$ cat config.mk
export PLATFORM = sky130hd
export DESIGN_NAME = txq_deinterleave
export DESIGN_NICKNAME = d
export VERILOG_FILES = /design/src/rtl/txq_pkg.sv /design/src/rtl/txq_edge_capture.sv /design/src/rtl/txq_fmt.sv /design/src/rtl/txq_pair_asm.sv /design/src/rtl/txq_deinterleave.sv
export SDC_FILE = /design/constraint.sdc
export NUM_CORES = 1
export LEC_CHECK = 0
export ABC_AREA = 1
export CAP_MARGIN = 20
export CORE_MARGIN = 10
export CORE_UTILIZATION = 49
export CTS_BUF_LIST = sky130_fd_sc_hd__clkbuf_16
export DETAILED_ROUTE_END_ITERATION = 10
export GPL_ROUTABILITY_DRIVEN = 0
export HOLD_SLACK_MARGIN = 0.1
export PLACE_DENSITY = 0.7
export SLEW_MARGIN = 20
export SYNTH_ARGS = -nofsm -noshare
export SYNTH_HDL_FRONTEND = slang
export SYNTH_HIERARCHICAL = 1
export SYNTH_SLANG_ARGS = --single-unit
export TNS_END_PERCENT = 50
$ cat constraint.sdc
create_clock -name clk -period 2.17 [get_ports clk]
set_input_delay 0.434 -clock clk [delete_from_list [all_inputs] [get_ports clk]]
set_output_delay 0.434 -clock clk [all_outputs]
set_load 0.05 [all_outputs]
$ cat src/rtl/txq_pkg.sv
// Package txq_pkg
// Shared constants for the transmit deinterleaver. The block carries two
// capture lanes per rising edge: the earlier word and the later word.
package txq_pkg;
    localparam int TXQ_LANES = 2;

    // Lane index in time order inside one rising-edge period
    typedef enum int {
        LANE_EARLY = 0,
        LANE_LATE  = 1
    } txq_lane_e;
endpackage

$ cat src/rtl/txq_edge_capture.sv
// Module txq_edge_capture
// Registers the shared data port and its sync marker on both clock edges.
// Assumes: reset is synchronous to the edge that samples it; each capture
// register carries a valid flag that becomes set at the first edge that
// sees reset released, so stale power-up contents are never consumed.
module txq_edge_capture #(
    parameter int DATA_W = 14
) (
    input  logic              clk,
    input  logic              rst_n,
    input  logic [DATA_W-1:0] tx_word,
    input  logic              tx_sync,
    output logic [DATA_W-1:0] rise_word,
    output logic              rise_sync,
    output logic              rise_vld,
    output logic [DATA_W-1:0] fall_word,
    output logic              fall_sync,
    output logic              fall_vld
);

    // Rising-edge sample of the port
    always_ff @(posedge clk) begin
        if (!rst_n) begin
            rise_word <= '0;
            rise_sync <= 1'b0;
            rise_vld  <= 1'b0;
        end else begin
            rise_word <= tx_word;
            rise_sync <= tx_sync;
            rise_vld  <= 1'b1;
        end
    end

    // Falling-edge sample of the port
    always_ff @(negedge clk) begin
        if (!rst_n) begin
            fall_word <= '0;
            fall_sync <= 1'b0;
            fall_vld  <= 1'b0;
        end else begin
            fall_word <= tx_word;
            fall_sync <= tx_sync;
            fall_vld  <= 1'b1;
        end
    end

endmodule

$ cat src/rtl/txq_fmt.sv
// Module txq_fmt
// Turns one captured word into two's complement form. Offset binary input
// has its top bit inverted; two's complement input passes unchanged.
// Assumes: purely combinational, one instance per lane.
module txq_fmt #(
    parameter int DATA_W = 14
) (
    input  logic              is_twos,
    input  logic [DATA_W-1:0] raw,
    output logic [DATA_W-1:0] signed_word
);

    localparam logic [DATA_W-1:0] MSB_MASK = {1'b1, {(DATA_W-1){1'b0}}};

    // Offset-to-signed conversion by flipping the sign position
    always_comb begin
        signed_word = is_twos ? raw : (raw ^ MSB_MASK);
    end

endmodule

$ cat src/rtl/txq_pair_asm.sv
// Module txq_pair_asm
// Assembles I/Q pairs from up to LANES time-ordered words per rising edge
// and registers the result. In single-channel mode lane 0 goes straight to
// the I output. Assumes: control inputs change only under reset; at most
// one pair can complete per cycle with two lanes, because completing a
// pair empties the holding slot.
module txq_pair_asm #(
    parameter int DATA_W = 14,
    parameter int LANES  = txq_pkg::TXQ_LANES
) (
    input  logic                         clk,
    input  logic                         rst_n,
    input  logic                         dual,
    input  logic                         q_first,
    input  logic                         sync_inv,
    input  logic [LANES-1:0]             lane_vld,
    input  logic [LANES-1:0]             lane_sync,
    input  logic [LANES-1:0][DATA_W-1:0] lane_word,
    output logic [DATA_W-1:0]            i_out,
    output logic [DATA_W-1:0]            q_out,
    output logic                         out_valid
);

    logic              hold_v;
    logic [DATA_W-1:0] hold_w;
    logic              nxt_hold_v;
    logic [DATA_W-1:0] nxt_hold_w;
    logic              emit;
    logic [DATA_W-1:0] opener;
    logic [DATA_W-1:0] closer;
    logic              single_go;

    // Walk the lanes in time order, opening, replacing or closing a pair
    always_comb begin
        nxt_hold_v = hold_v;
        nxt_hold_w = hold_w;
        emit       = 1'b0;
        opener     = '0;
        closer     = '0;
        for (int k = 0; k < LANES; k++) begin
            if (lane_vld[k]) begin
                if (lane_sync[k] == sync_inv) begin
                    nxt_hold_v = 1'b1;
                    nxt_hold_w = lane_word[k];
                end else if (nxt_hold_v) begin
                    emit       = 1'b1;
                    opener     = nxt_hold_w;
                    closer     = lane_word[k];
                    nxt_hold_v = 1'b0;
                end
            end
        end
        if (!dual) begin
            nxt_hold_v = 1'b0;
            emit       = 1'b0;
        end
    end

    // Single-channel words bypass pairing
    always_comb begin
        single_go = !dual && lane_vld[txq_pkg::LANE_EARLY];
    end

    // Holding slot and output register
    always_ff @(posedge clk) begin
        if (!rst_n) begin
            hold_v    <= 1'b0;
            hold_w    <= '0;
            i_out     <= '0;
            q_out     <= '0;
            out_valid <= 1'b0;
        end else begin
            hold_v    <= nxt_hold_v;
            hold_w    <= nxt_hold_w;
            out_valid <= single_go || emit;
            if (single_go) begin
                i_out <= lane_word[txq_pkg::LANE_EARLY];
                q_out <= '0;
            end else if (emit) begin
                i_out <= q_first ? closer : opener;
                q_out <= q_first ? opener : closer;
            end
        end
    end

    // a single-channel word leaves with a strobe and a zero Q word
    p_single_q_zero_r2: assert property (@(posedge clk) disable iff (!rst_n)
        single_go |=> (out_valid && q_out == '0));

    // in dual mode, a cycle without a completed pair leaves outputs held
    p_hold_between_r3: assert property (@(posedge clk) disable iff (!rst_n)
        (dual && !emit) |=> (!out_valid && $stable(i_out) && $stable(q_out)));

endmodule

$ cat src/rtl/txq_deinterleave.sv
// Module txq_deinterleave (top)
// Captures words from a shared transmit port on the chosen clock edge(s),
// converts them to signed form and splits them into I and Q outputs.
// Assumes: cfg_* inputs are static and change only while rst_n is low;
// two-edge capture applies only in dual mode.
module txq_deinterleave #(
    parameter int DATA_W = 14
) (
    input  logic              clk,
    input  logic              rst_n,
    input  logic [DATA_W-1:0] tx_word,
    input  logic              tx_sync,
    input  logic              cfg_dual,
    input  logic              cfg_q_first,
    input  logic              cfg_sync_inv,
    input  logic              cfg_twos,
    input  logic              cfg_fall,
    input  logic              cfg_both,
    output logic [DATA_W-1:0] i_out,
    output logic [DATA_W-1:0] q_out,
    output logic              out_valid
);

    localparam int LANES = txq_pkg::TXQ_LANES;
    localparam int EARLY = txq_pkg::LANE_EARLY;
    localparam int LATE  = txq_pkg::LANE_LATE;

    logic [DATA_W-1:0]            rise_word;
    logic                         rise_sync;
    logic                         rise_vld;
    logic [DATA_W-1:0]            fall_word;
    logic                         fall_sync;
    logic                         fall_vld;
    logic                         both_act;
    logic [LANES-1:0]             lane_vld;
    logic [LANES-1:0]             lane_sync;
    logic [LANES-1:0][DATA_W-1:0] lane_raw;
    logic [LANES-1:0][DATA_W-1:0] lane_fmt;

    txq_edge_capture #(.DATA_W(DATA_W)) u_capture (
        .clk       (clk),
        .rst_n     (rst_n),
        .tx_word   (tx_word),
        .tx_sync   (tx_sync),
        .rise_word (rise_word),
        .rise_sync (rise_sync),
        .rise_vld  (rise_vld),
        .fall_word (fall_word),
        .fall_sync (fall_sync),
        .fall_vld  (fall_vld)
    );

    // Map capture registers to time-ordered lanes for the active capture plan
    always_comb begin
        both_act = cfg_dual && cfg_both;
        if (both_act || !cfg_fall) begin
            lane_raw[EARLY]  = rise_word;
            lane_sync[EARLY] = rise_sync;
            lane_vld[EARLY]  = rise_vld;
        end else begin
            lane_raw[EARLY]  = fall_word;
            lane_sync[EARLY] = fall_sync;
            lane_vld[EARLY]  = fall_vld;
        end
        lane_raw[LATE]  = fall_word;
        lane_sync[LATE] = fall_sync;
        lane_vld[LATE]  = fall_vld && both_act;
    end

    // One format converter per lane
    for (genvar g = 0; g < LANES; g++) begin : g_lane_fmt
        txq_fmt #(.DATA_W(DATA_W)) u_fmt (
            .is_twos     (cfg_twos),
            .raw         (lane_raw[g]),
            .signed_word (lane_fmt[g])
        );
    end

    txq_pair_asm #(.DATA_W(DATA_W), .LANES(LANES)) u_pair (
        .clk       (clk),
        .rst_n     (rst_n),
        .dual      (cfg_dual),
        .q_first   (cfg_q_first),
        .sync_inv  (cfg_sync_inv),
        .lane_vld  (lane_vld),
        .lane_sync (lane_sync),
        .lane_word (lane_fmt),
        .i_out     (i_out),
        .q_out     (q_out),
        .out_valid (out_valid)
    );

    // reset clears the outputs by the following edge
    p_reset_quiet_r1: assert property (@(posedge clk)
        !rst_n |=> (!out_valid && i_out == '0 && q_out == '0));

    // one word per cycle cannot complete pairs on back-to-back cycles
    p_no_back_to_back_r9: assert property (@(posedge clk) disable iff (!rst_n)
        (cfg_dual && !cfg_both && out_valid) |=> !out_valid);

    // single-channel rising capture yields a word every cycle
    p_word_per_cycle_r2: assert property (@(posedge clk) disable iff (!rst_n)
        (!cfg_dual && !cfg_fall && rise_vld) |=> out_valid);

endmodule

==> summary.txt, run 1 <==
GRT
  – Pin count of the biggest net entering global routing: 36
  – Initial antenna violation count: 0
  – Vias in the first global route: 3761
  – Total track usage: 16.7%
  – Grt ovf: 0
  – First-pass GRT wire length: 17700 µm

Timing
  – Final worst slack: -0.698 ns
  – # setup viols final: 44
  – Skew final: 0.0648 ns
  – TNS Setup: -23.35 ns
  – Unrepaired setup endpoints after global routing: true
  – Final slew viol count: 0
  – Least-Margin Pin Slew: 0.525 ns
  – Slew HR: 64.9%
  – Final Hold Fails: 0

Worst setup path
  – Worst reg-to-reg path cell count: 13
  – Worst path required time: 2.44 ns
  – Nature of the critical path startpoint: register
  – Critical Path AT: 3.14 ns
  – Worst setup path class: reg2reg
  – Worst-path fanout max: 10
  – Crit end category: register

Placed design
  – Post-place setup slack: -0.695 ns
  – Cells after DPL: 814
  – IO Port Bufs: 51
  – Hpwl dp: 7530 µm

Synthesis
  – Asr flop ratio synth: 0%
  – Leading area contributor after synthesis: dfxtp_1
  – Top cells by count, synth: nand2_1, nand3_1, dfxtp_1
  – Register area share after synthesis: 37.7%
  – Synth Flop Type: dfxtp_1
  – Share of the synthesized area in the top cell type: 37.7%
  – Most instantiated library cell after synthesis: nand2_1
  – Synthesized area: 0.00404 mm²
  – Syn_nets: 655
  – FF+latch count, synth: 76
  – Syn Inst Count: 632
  – Synth Area per Inst: 6.39 µm²
  – Total number of yosys warnings: 6
  – Synth top area cells: dfxtp_1, nand2_1, nand3_1
  – Post-synth EDFFs: 0
  – Unique masters post-synth: 27

Run
  – Max Cap Violations: 0

Power and ir drop
  – Max VDD drop: 0.000400 V
  – Leakage: 0.00304 µW
  – Pwr dens: 663 mW/mm²

Floorplanning
  – Chip width: 111 µm
  – CORE AREA: 0.00813 mm²
  – Initial Util: 49.7%
  – Die Ht: 111 µm
  – Die ar.: 0.0123 mm²
  – Row Count: 33
  – IO Count: 52

Route
  – WL/cell: 13.5 µm
  – Via density: 4.96
  – Post-route ant nets: 0
  – Router iterations before antenna repair: 5
  – Initial DRC Count: 280
  – DR vias: 4219
  – Routed wire length: 11500 µm
  – DRC: 0

Worst hold path
  – Worst hold path class: reg2reg
  – Hold Path Stages: 2

Clocking
  – CTS Buf Count: 9
  – CTS Hold Bufs: 0
  – Clk slew on worst S/H paths: 0.06 ns
  – Sinks on Clock Net: 76
  – CTS Root Cell: clkbuf_16
  – CTS H-tree depth: 3
  – CTS tree: done
  – Clock Path Buffers: 2
  – Clock Latency Late Sink: 0.40 ns

Cells and area
  – Layout cells sized above 1: 24.8%
  – Fin nets: 764
  – Fin cells: 851
  – Area grow syn2layout: 43.7%
  – Number of diodes: 0
  – Final core occ: 71.4%

Run status
  – Failing checks: negative setup slack
  – Status: finished, violations left
-- layout make-up --
cell class,count,area [µm²]
multi-input combinational,440,2190
tap,105,131
clock buffer,10,250
timing repair buffer,138,1330
sequential,76,1520
timing repair inverter,1,8.76
inverter,59,236
clock inverter,22,129
fill,646,2330
-- what timing repair did --
action,in CTS,in global routing
resized for setup,22,64
buffers inserted,0,2
cloned,0,4
endpoints found under the setup margin,44,44
pin swaps,1,16
-- state kept, by name, summed over array words and instances, names as in the netlist --
signal / flops
u_capture/fall_sync: 1
u_capture/rise_word: 14
u_pair/hold_v: 1
u_capture/fall_vld: 1
u_capture/rise_sync: 1
u_capture/fall_word: 14
u_pair/q_out: 14
u_pair/i_out: 14
u_capture/rise_vld: 1
u_pair/hold_w: 14
u_pair/out_valid: 1
-- cell families after synthesis --
kind of cell,Yosys count,synth area share (%)
simple gates,397,41.0
buf+inv,116,14.9
flops,76,37.7
compound gates,43,6.41
-- worst max-delay path: stages, from the launching register on --
cell	delay, ns
dfxtp_2	0.32
nand3_2	0.08
nand2_4	0.13
nand2_4	0.09
nand3_2	0.10
nand2_2	0.08
nor2_4	0.23
clkbuf_16	0.21
nand2_1	0.07
nand3_1	0.07
nand2_1	0.05
nor2_1	0.10
nor2_1	0.05
nor2_1	0.09
-- metal layers --
layer,global-route usage (%),part of all wire (%)
met1,21.7,45
met2,26.0,46
met3,3.57,6.8
met4,6.94,3.0
met5,0,0
-- metrics by stage --
step                      cell area, µm²  power [µW]  hold slack (ns)
after global routing                5800        4000            0.564
after CTS                           5480        3790            0.511
after floorplan                     4090        1930            0.462
after detailed placement            5030        2150            0.493
final                               5800        3850            0.514
after global placement              5030        2140            0.483
-- placed cells by master, fill, tap and decap left out, drive strengths merged --
cell / instances
nand2: 237
clkbuf: 13
dfxtp: 76
a21oi: 13
nor2: 72
inv: 75
or2: 1
nand4: 1
nand3: 83
o211ai: 14
bufinv: 1
clkinv: 6
o21ai: 12
clkdlybuf4s50: 51
buf: 84
o2111ai: 1
o22ai: 2
nor3: 3
a21boi: 1
-- worst paths after layout --
path	slack, ns	to	start
worst min-delay path	0.51	u_pair/q_out[0]	u_pair/q_out[0]
worst max-delay path	-0.70	u_pair/i_out[9]	u_capture/fall_sync
worst min register to register	0.51	u_pair/q_out[0]	u_pair/q_out[0]
worst max register to register	-0.70	u_pair/i_out[9]	u_capture/fall_sync
-- report_power, final --
group	switching [µW]	leakage (µW)	internal [µW]	total, µW
registers	32.5	0.000624	1460	1500
clock network	676	0.000244	1000	1680
logic	380	0.00217	294	674
total	1090	0.00304	2760	3850
Power figures use the tool's default switching activity.
==> inputs of run 2 (changes only) <==
- CTS_BUF_LIST: sky130_fd_sc_hd__clkbuf_16 -> sky130_fd_sc_hd__clkbuf_2 sky130_fd_sc_hd__clkbuf_4 sky130_fd_sc_hd__clkbuf_8
- PLACE_DENSITY: 0.7 -> 0.73
- clock period: 2.17 -> 2.33 ns (I/O delays scaled with it)
==> summary.txt, run 2 (synthesized netlist as in run 1, its figures left out) <==
Worst setup path
  – Worst Setup SP: u_capture/fall_sync
  – Top cell by count, worst path: nand2_4
  – CP peak stage delay: 0.32 ns
  – Worst Setup EP: u_pair/i_out[7]
  – Delay-heaviest family, CP: simple AND/OR/NAND/NOR gates
  – Slowest cell on crit path: dfxtp_2
  – Worst-path fanout max: 6
  – Crit end category: register
  – Worst setup path class: reg2reg
  – Worst path required time: 2.57 ns
  – Critical path depth: 14
  – CP bufs+invs: 2
  – Nature of the critical path startpoint: register
  – FF-to-FF Start: u_capture/fall_sync
  – Worst reg-to-reg path cell count: 14
  – R2R Setup Slk: -0.55 ns
  – CP Cell Sequence: nand3_2 > nand2_4 > inv_6 > nand2_4 > nand3_4 > nand2_4 > nand2_4 > nand2_4 > nand2_8 > buf_12 > nand3_1 > nand2_1 > nor2_1 > nor2_1
  – Critical Path AT: 3.12 ns
  – R2r endpoint: u_pair/i_out[7]

Clocking
  – CTS Buf Count: 9
  – CTS Root Cell: clkbuf_8
  – CTS tree: done
  – Clock Path Buffers: 2
  – Clk slew on worst S/H paths: 0.09 ns
  – Sinks on Clock Net: 76
  – Clock Latency Late Sink: 0.40 ns
  – CTS H-tree depth: 3

Route
  – Post-route ant nets: 0
  – DR vias: 4324
  – DRC: 0
  – Routed wire length: 11900 µm
  – WL/cell: 13.9 µm
  – Initial DRC Count: 409
  – Router iterations before antenna repair: 6
  – Via density: 5.08

GRT
  – Met2 usage in global routing: 29.1%
  – Initial antenna violation count: 0
  – Pin count of the biggest net entering global routing: 35
  – Vias in the first global route: 4088
  – Total track usage: 17.8%
  – GR Util met1: 22.3%
  – First-pass GRT wire length: 19000 µm
  – Met3 Usage GRT: 4.71%
  – Grt peak-use layer: met2
  – Grt ovf: 0

Timing
  – # setup viols final: 44
  – Final worst slack: -0.553 ns
  – Skew final: 0.0530 ns
  – Slew HR: 66.0%
  – Final slew viol count: 0
  – Least-Margin Pin Slew: 0.509 ns
  – Final Hold Fails: 0
  – Unrepaired setup endpoints after global routing: true

Run status
  – Failing checks: negative setup slack
  – Status: finished, violations left

Cells and area
  – Layout cells sized above 1: 24.3%
  – FILL cells: 611
  – Final core occ: 70.7%
  – Number of diodes: 0
  – Reg area: 0.00152 mm²
  – Fin nets: 764
  – Area grow syn2layout: 42.3%
  – Commonest non-fill, non-tap cell in the layout: nand2_1
  – Most frequent cells in the layout: nand2_1, dfxtp_1, buf_4
  – Area of the multi-input gates: 0.00220 mm²

Placed design
  – IO Port Bufs: 51
  – Hpwl dp: 7710 µm

Power and ir drop
  – Max VDD drop: 0.000437 V
  – Leakage: 0.00299 µW
  – Pwr dens: 601 mW/mm²
  – Overall Power: 3460 µW

Worst hold path
  – Worst hold path class: reg2reg

Floorplanning
  – Row Count: 33
  – Chip width: 111 µm
  – CORE AREA: 0.00813 mm²
  – Die Ht: 111 µm
  – Initial Util: 49.7%
  – IO Count: 52
  – Die ar.: 0.0123 mm²

Run
  – Max Cap Violations: 0
run 2: changes by cell type in the layout (fill, tap and decap cells not counted), moves of 4 or more:
cell       before  now
nand3_2        13   17
clkbuf_8        0    9
nand2_1       191  206
clkbuf_16      13    2
nand3_1        69   65
nand2_2        33   19
run 2: how the worst min path moves through the flow:
stage	slack, ns	cells past startpoint	startpoint	endpoint
final	0.52	2	u_pair/q_out[8]	u_pair/q_out[8]
after global routing	0.56	2	u_pair/q_out[8]	u_pair/q_out[8]
after detailed placement	0.50	2	u_pair/q_out[8]	u_pair/q_out[8]
after global placement	0.50	2	u_pair/q_out[10]	u_pair/q_out[10]
after floorplan	0.49	0	rst_n	u_capture/rise_vld
after CTS	0.52	2	u_pair/q_out[8]	u_pair/q_out[8]
run 2: power by group:
| part | internal, µW | leakage [µW] | switching, µW |
|---|---|---|---|
| sequential | 1360 | 0.000624 | 32.9 |
| clock | 860 | 0.000217 | 577 |
| combinational | 271 | 0.00215 | 355 |
run 2: timing repair:
| action | CTS | global route |
|---|---|---|
| pin swaps | 4 | 18 |
| gates cloned | 2 | 3 |
| gates resized for setup | 52 | 39 |
| hold buffers | 0 | 0 |
| endpoints found under the setup margin | 44 | 44 |
| buffers inserted | 2 | 1 |
run 2: final cells by class:
cell class | count | area share, %
Timing Repair inverter | 1 | 0.152
Clock inverter | 23 | 3.50
Sequential cell | 76 | 26.5
Timing Repair Buffer | 138 | 22.8
Multi-Input combinational cell | 440 | 38.3
Tap cell | 105 | 2.28
Clock buffer | 9 | 2.15
Inverter | 59 | 4.24
run 2: per-stage QoR:
step | cells | hold WS (ns) | setup WS, ns | TNS, ns | area [µm²]
after global routing | 851 | 0.562 | -0.616 | -21.52 | 5750
final | 851 | 0.524 | -0.553 | -17.43 | 5750
after floorplan | 632 | 0.494 | -0.370 | -11.11 | 4090
after CTS | 847 | 0.524 | -0.447 | -14.66 | 5530
after global placement | 812 | 0.496 | -0.606 | -20.93 | 4980
after detailed placement | 812 | 0.503 | -0.660 | -23.44 | 4980
run 2: metal layers:
layer  part of all wire (%)  up-vias
met5                      0        -
met4                    1.8        0
met3                    8.3       17
met2                     48      185
met1                     42     1952
li1                       -     2170
run 2: worst min-delay path: cells and delay by family, from the launching register on:
kind            cells  cell delay, ns
simple gates        1            0.09
flops               1            0.34
compound gates      1            0.07
==> inputs of run 3 (changes only) <==
- CAP_MARGIN: 20 -> 30
- CTS_BUF_LIST: sky130_fd_sc_hd__clkbuf_2 sky130_fd_sc_hd__clkbuf_4 sky130_fd_sc_hd__clkbuf_8 -> sky130_fd_sc_hd__clkbuf_16
- SLEW_MARGIN: 20 -> not set
==> summary.txt, run 3 (synthesized netlist as in run 1, its figures left out) <==
Run status
  – Status: finished, violations left
  – Failing checks: negative setup slack

Worst hold path
  – Worst hold path class: reg2reg
  – Hold Path Stages: 2
  – Worst hold path startpoint: u_pair/q_out[8]
  – Worst Hold End: u_pair/q_out[8]

Placed design
  – Hpwl dp: 7710 µm
  – IO Port Bufs: 51
  – Post-place setup slack: -0.660 ns

Cells and area
  – Reg area: 0.00152 mm²
  – Fin nets: 768
  – Area grow syn2layout: 45.3%
  – FILL cells: 588
  – Number of diodes: 0
  – Layout cells sized above 1: 23.6%
  – Commonest non-fill, non-tap cell in the layout: nand2_1
  – Area of the multi-input gates: 0.00217 mm²
  – Most frequent cells in the layout: nand2_1, dfxtp_1, buf_4

Clocking
  – CTS Buf Count: 9
  – CTS Hold Bufs: 0
  – CTS tree: done
  – Sinks on Clock Net: 76
  – Clock Latency Late Sink: 0.41 ns
  – Clock Path Buffers: 2
  – Clk slew on worst S/H paths: 0.06 ns
  – CTS Root Cell: clkbuf_16
  – CTS H-tree depth: 3

Worst setup path
  – Worst setup path class: reg2reg
  – Nature of the critical path startpoint: register
  – R2R Setup Slk: -0.64 ns
  – Critical Path AT: 3.25 ns
  – CP peak stage delay: 0.32 ns
  – FF-to-FF Start: u_capture/fall_sync
  – Worst reg-to-reg path cell count: 13
  – Worst path required time: 2.61 ns
  – Worst-path fanout max: 7
  – CP Cell Sequence: nand3_2 > nand2_4 > inv_2 > nand2_4 > nand4_4 > inv_4 > buf_12 > nand2_1 > nand3_1 > nand2_1 > nor2_2 > nor2_1 > nor2_1
  – Crit end category: register
  – R2r endpoint: u_pair/i_out[6]
  – Slowest cell on crit path: dfxtp_2

Floorplanning
  – Initial Util: 49.7%
  – Row Count: 33
  – CORE AREA: 0.00813 mm²
  – IO Count: 52
  – Die ar.: 0.0123 mm²
  – Die Ht: 111 µm
  – Chip width: 111 µm

Route
  – Initial DRC Count: 400
  – DR vias: 4418
  – WL/cell: 14.5 µm
  – Router iterations before antenna repair: 6
  – Routed wire length: 12400 µm
  – DRC: 0
  – Via density: 5.17
  – Post-route ant nets: 0

Timing
  – Skew final: 0.0694 ns
  – Final slew viol count: 0
  – Least-Margin Pin Slew: 0.509 ns
  – Final worst slack: -0.645 ns
  – Slew HR: 66.0%
  – Final Hold Fails: 0
  – TNS Setup: -19.47 ns
  – Unrepaired setup endpoints after global routing: true
  – # setup viols final: 44

GRT
  – Initial antenna violation count: 0
  – Vias in the first global route: 4230
  – First-pass GRT wire length: 20300 µm
  – Pin count of the biggest net entering global routing: 35
  – Grt ovf: 0
  – Total track usage: 19.4%

Power and ir drop
  – Pwr dens: 633 mW/mm²
  – Leakage: 0.00304 µW
  – Overall Power: 3720 µW
  – Max VDD drop: 0.000378 V

Run
  – Max Cap Violations: 0
==> run 3: power breakdown <==
| part | total [µW] | internal [µW] | leakage (µW) | switching, µW |
|---|---|---|---|---|
| sequential | 1390 | 1360 | 0.000624 | 31.5 |
| combinational | 621 | 268 | 0.00215 | 353 |
| clock | 1700 | 1070 | 0.000258 | 636 |
| total | 3720 | 2700 | 0.00304 | 1020 |
==> run 3: routing by layer <==
metal,global-route usage [%],share of wire [%],up-vias
met2,32.3,47,245
li1,-,-,2181
met1,23.1,42,1955
met4,8.68,2.7,0
met3,4.55,8.6,37
met5,0,0,-
==> run 3: repair_timing <==
item	4_1_cts	5_1_grt
cloned	7	1
buffers inserted	4	0
setup endpoints to repair	44	44
gates resized for setup	63	23
pin swaps	14	17
==> run 3: final cells by class <==
| class | instances | share of cell area, % |
|---|---|---|
| clock buffer | 12 | 5.12 |
| timing repair buffer | 140 | 22.9 |
| multi-input combinational | 440 | 37.0 |
| sequential | 76 | 26.0 |
| timing repair inverter | 3 | 0.703 |
| tap | 105 | 2.24 |
| inverter | 59 | 4.11 |
| clock inverter | 20 | 1.90 |
==> run 3: critical path, delay by kind of cell (launching register included) <==
family	cells	cell delay, ns
and+or+nand+nor	10	1.02
buffers and inverters	3	0.35
DFF	1	0.32
==> run 3: stage by stage <==
stage	utilization [%]	cell area [µm²]	cells	hold WS, ns
floorplan	-	4090	632	0.494
global placement	61.3	4980	812	0.496
detailed placement	61.3	4980	812	0.503
CTS	70.9	5770	854	0.516
global route	72.2	5870	855	0.552
finish	72.2	5870	855	0.511
==> run 3: worst max-delay path by stage <==
stage	from	endpoint	slack, ns	cells after the start
floorplan	u_capture/fall_vld	u_pair/i_out[10]	-0.37	14
global placement	u_capture/fall_vld	u_pair/i_out[5]	-0.61	14
detailed placement	u_capture/fall_vld	u_pair/i_out[2]	-0.66	14
CTS	u_capture/fall_vld	u_pair/q_out[13]	-0.47	15
global route	u_capture/fall_sync	u_pair/i_out[6]	-0.68	14
finish	u_capture/fall_sync	u_pair/i_out[6]	-0.64	13
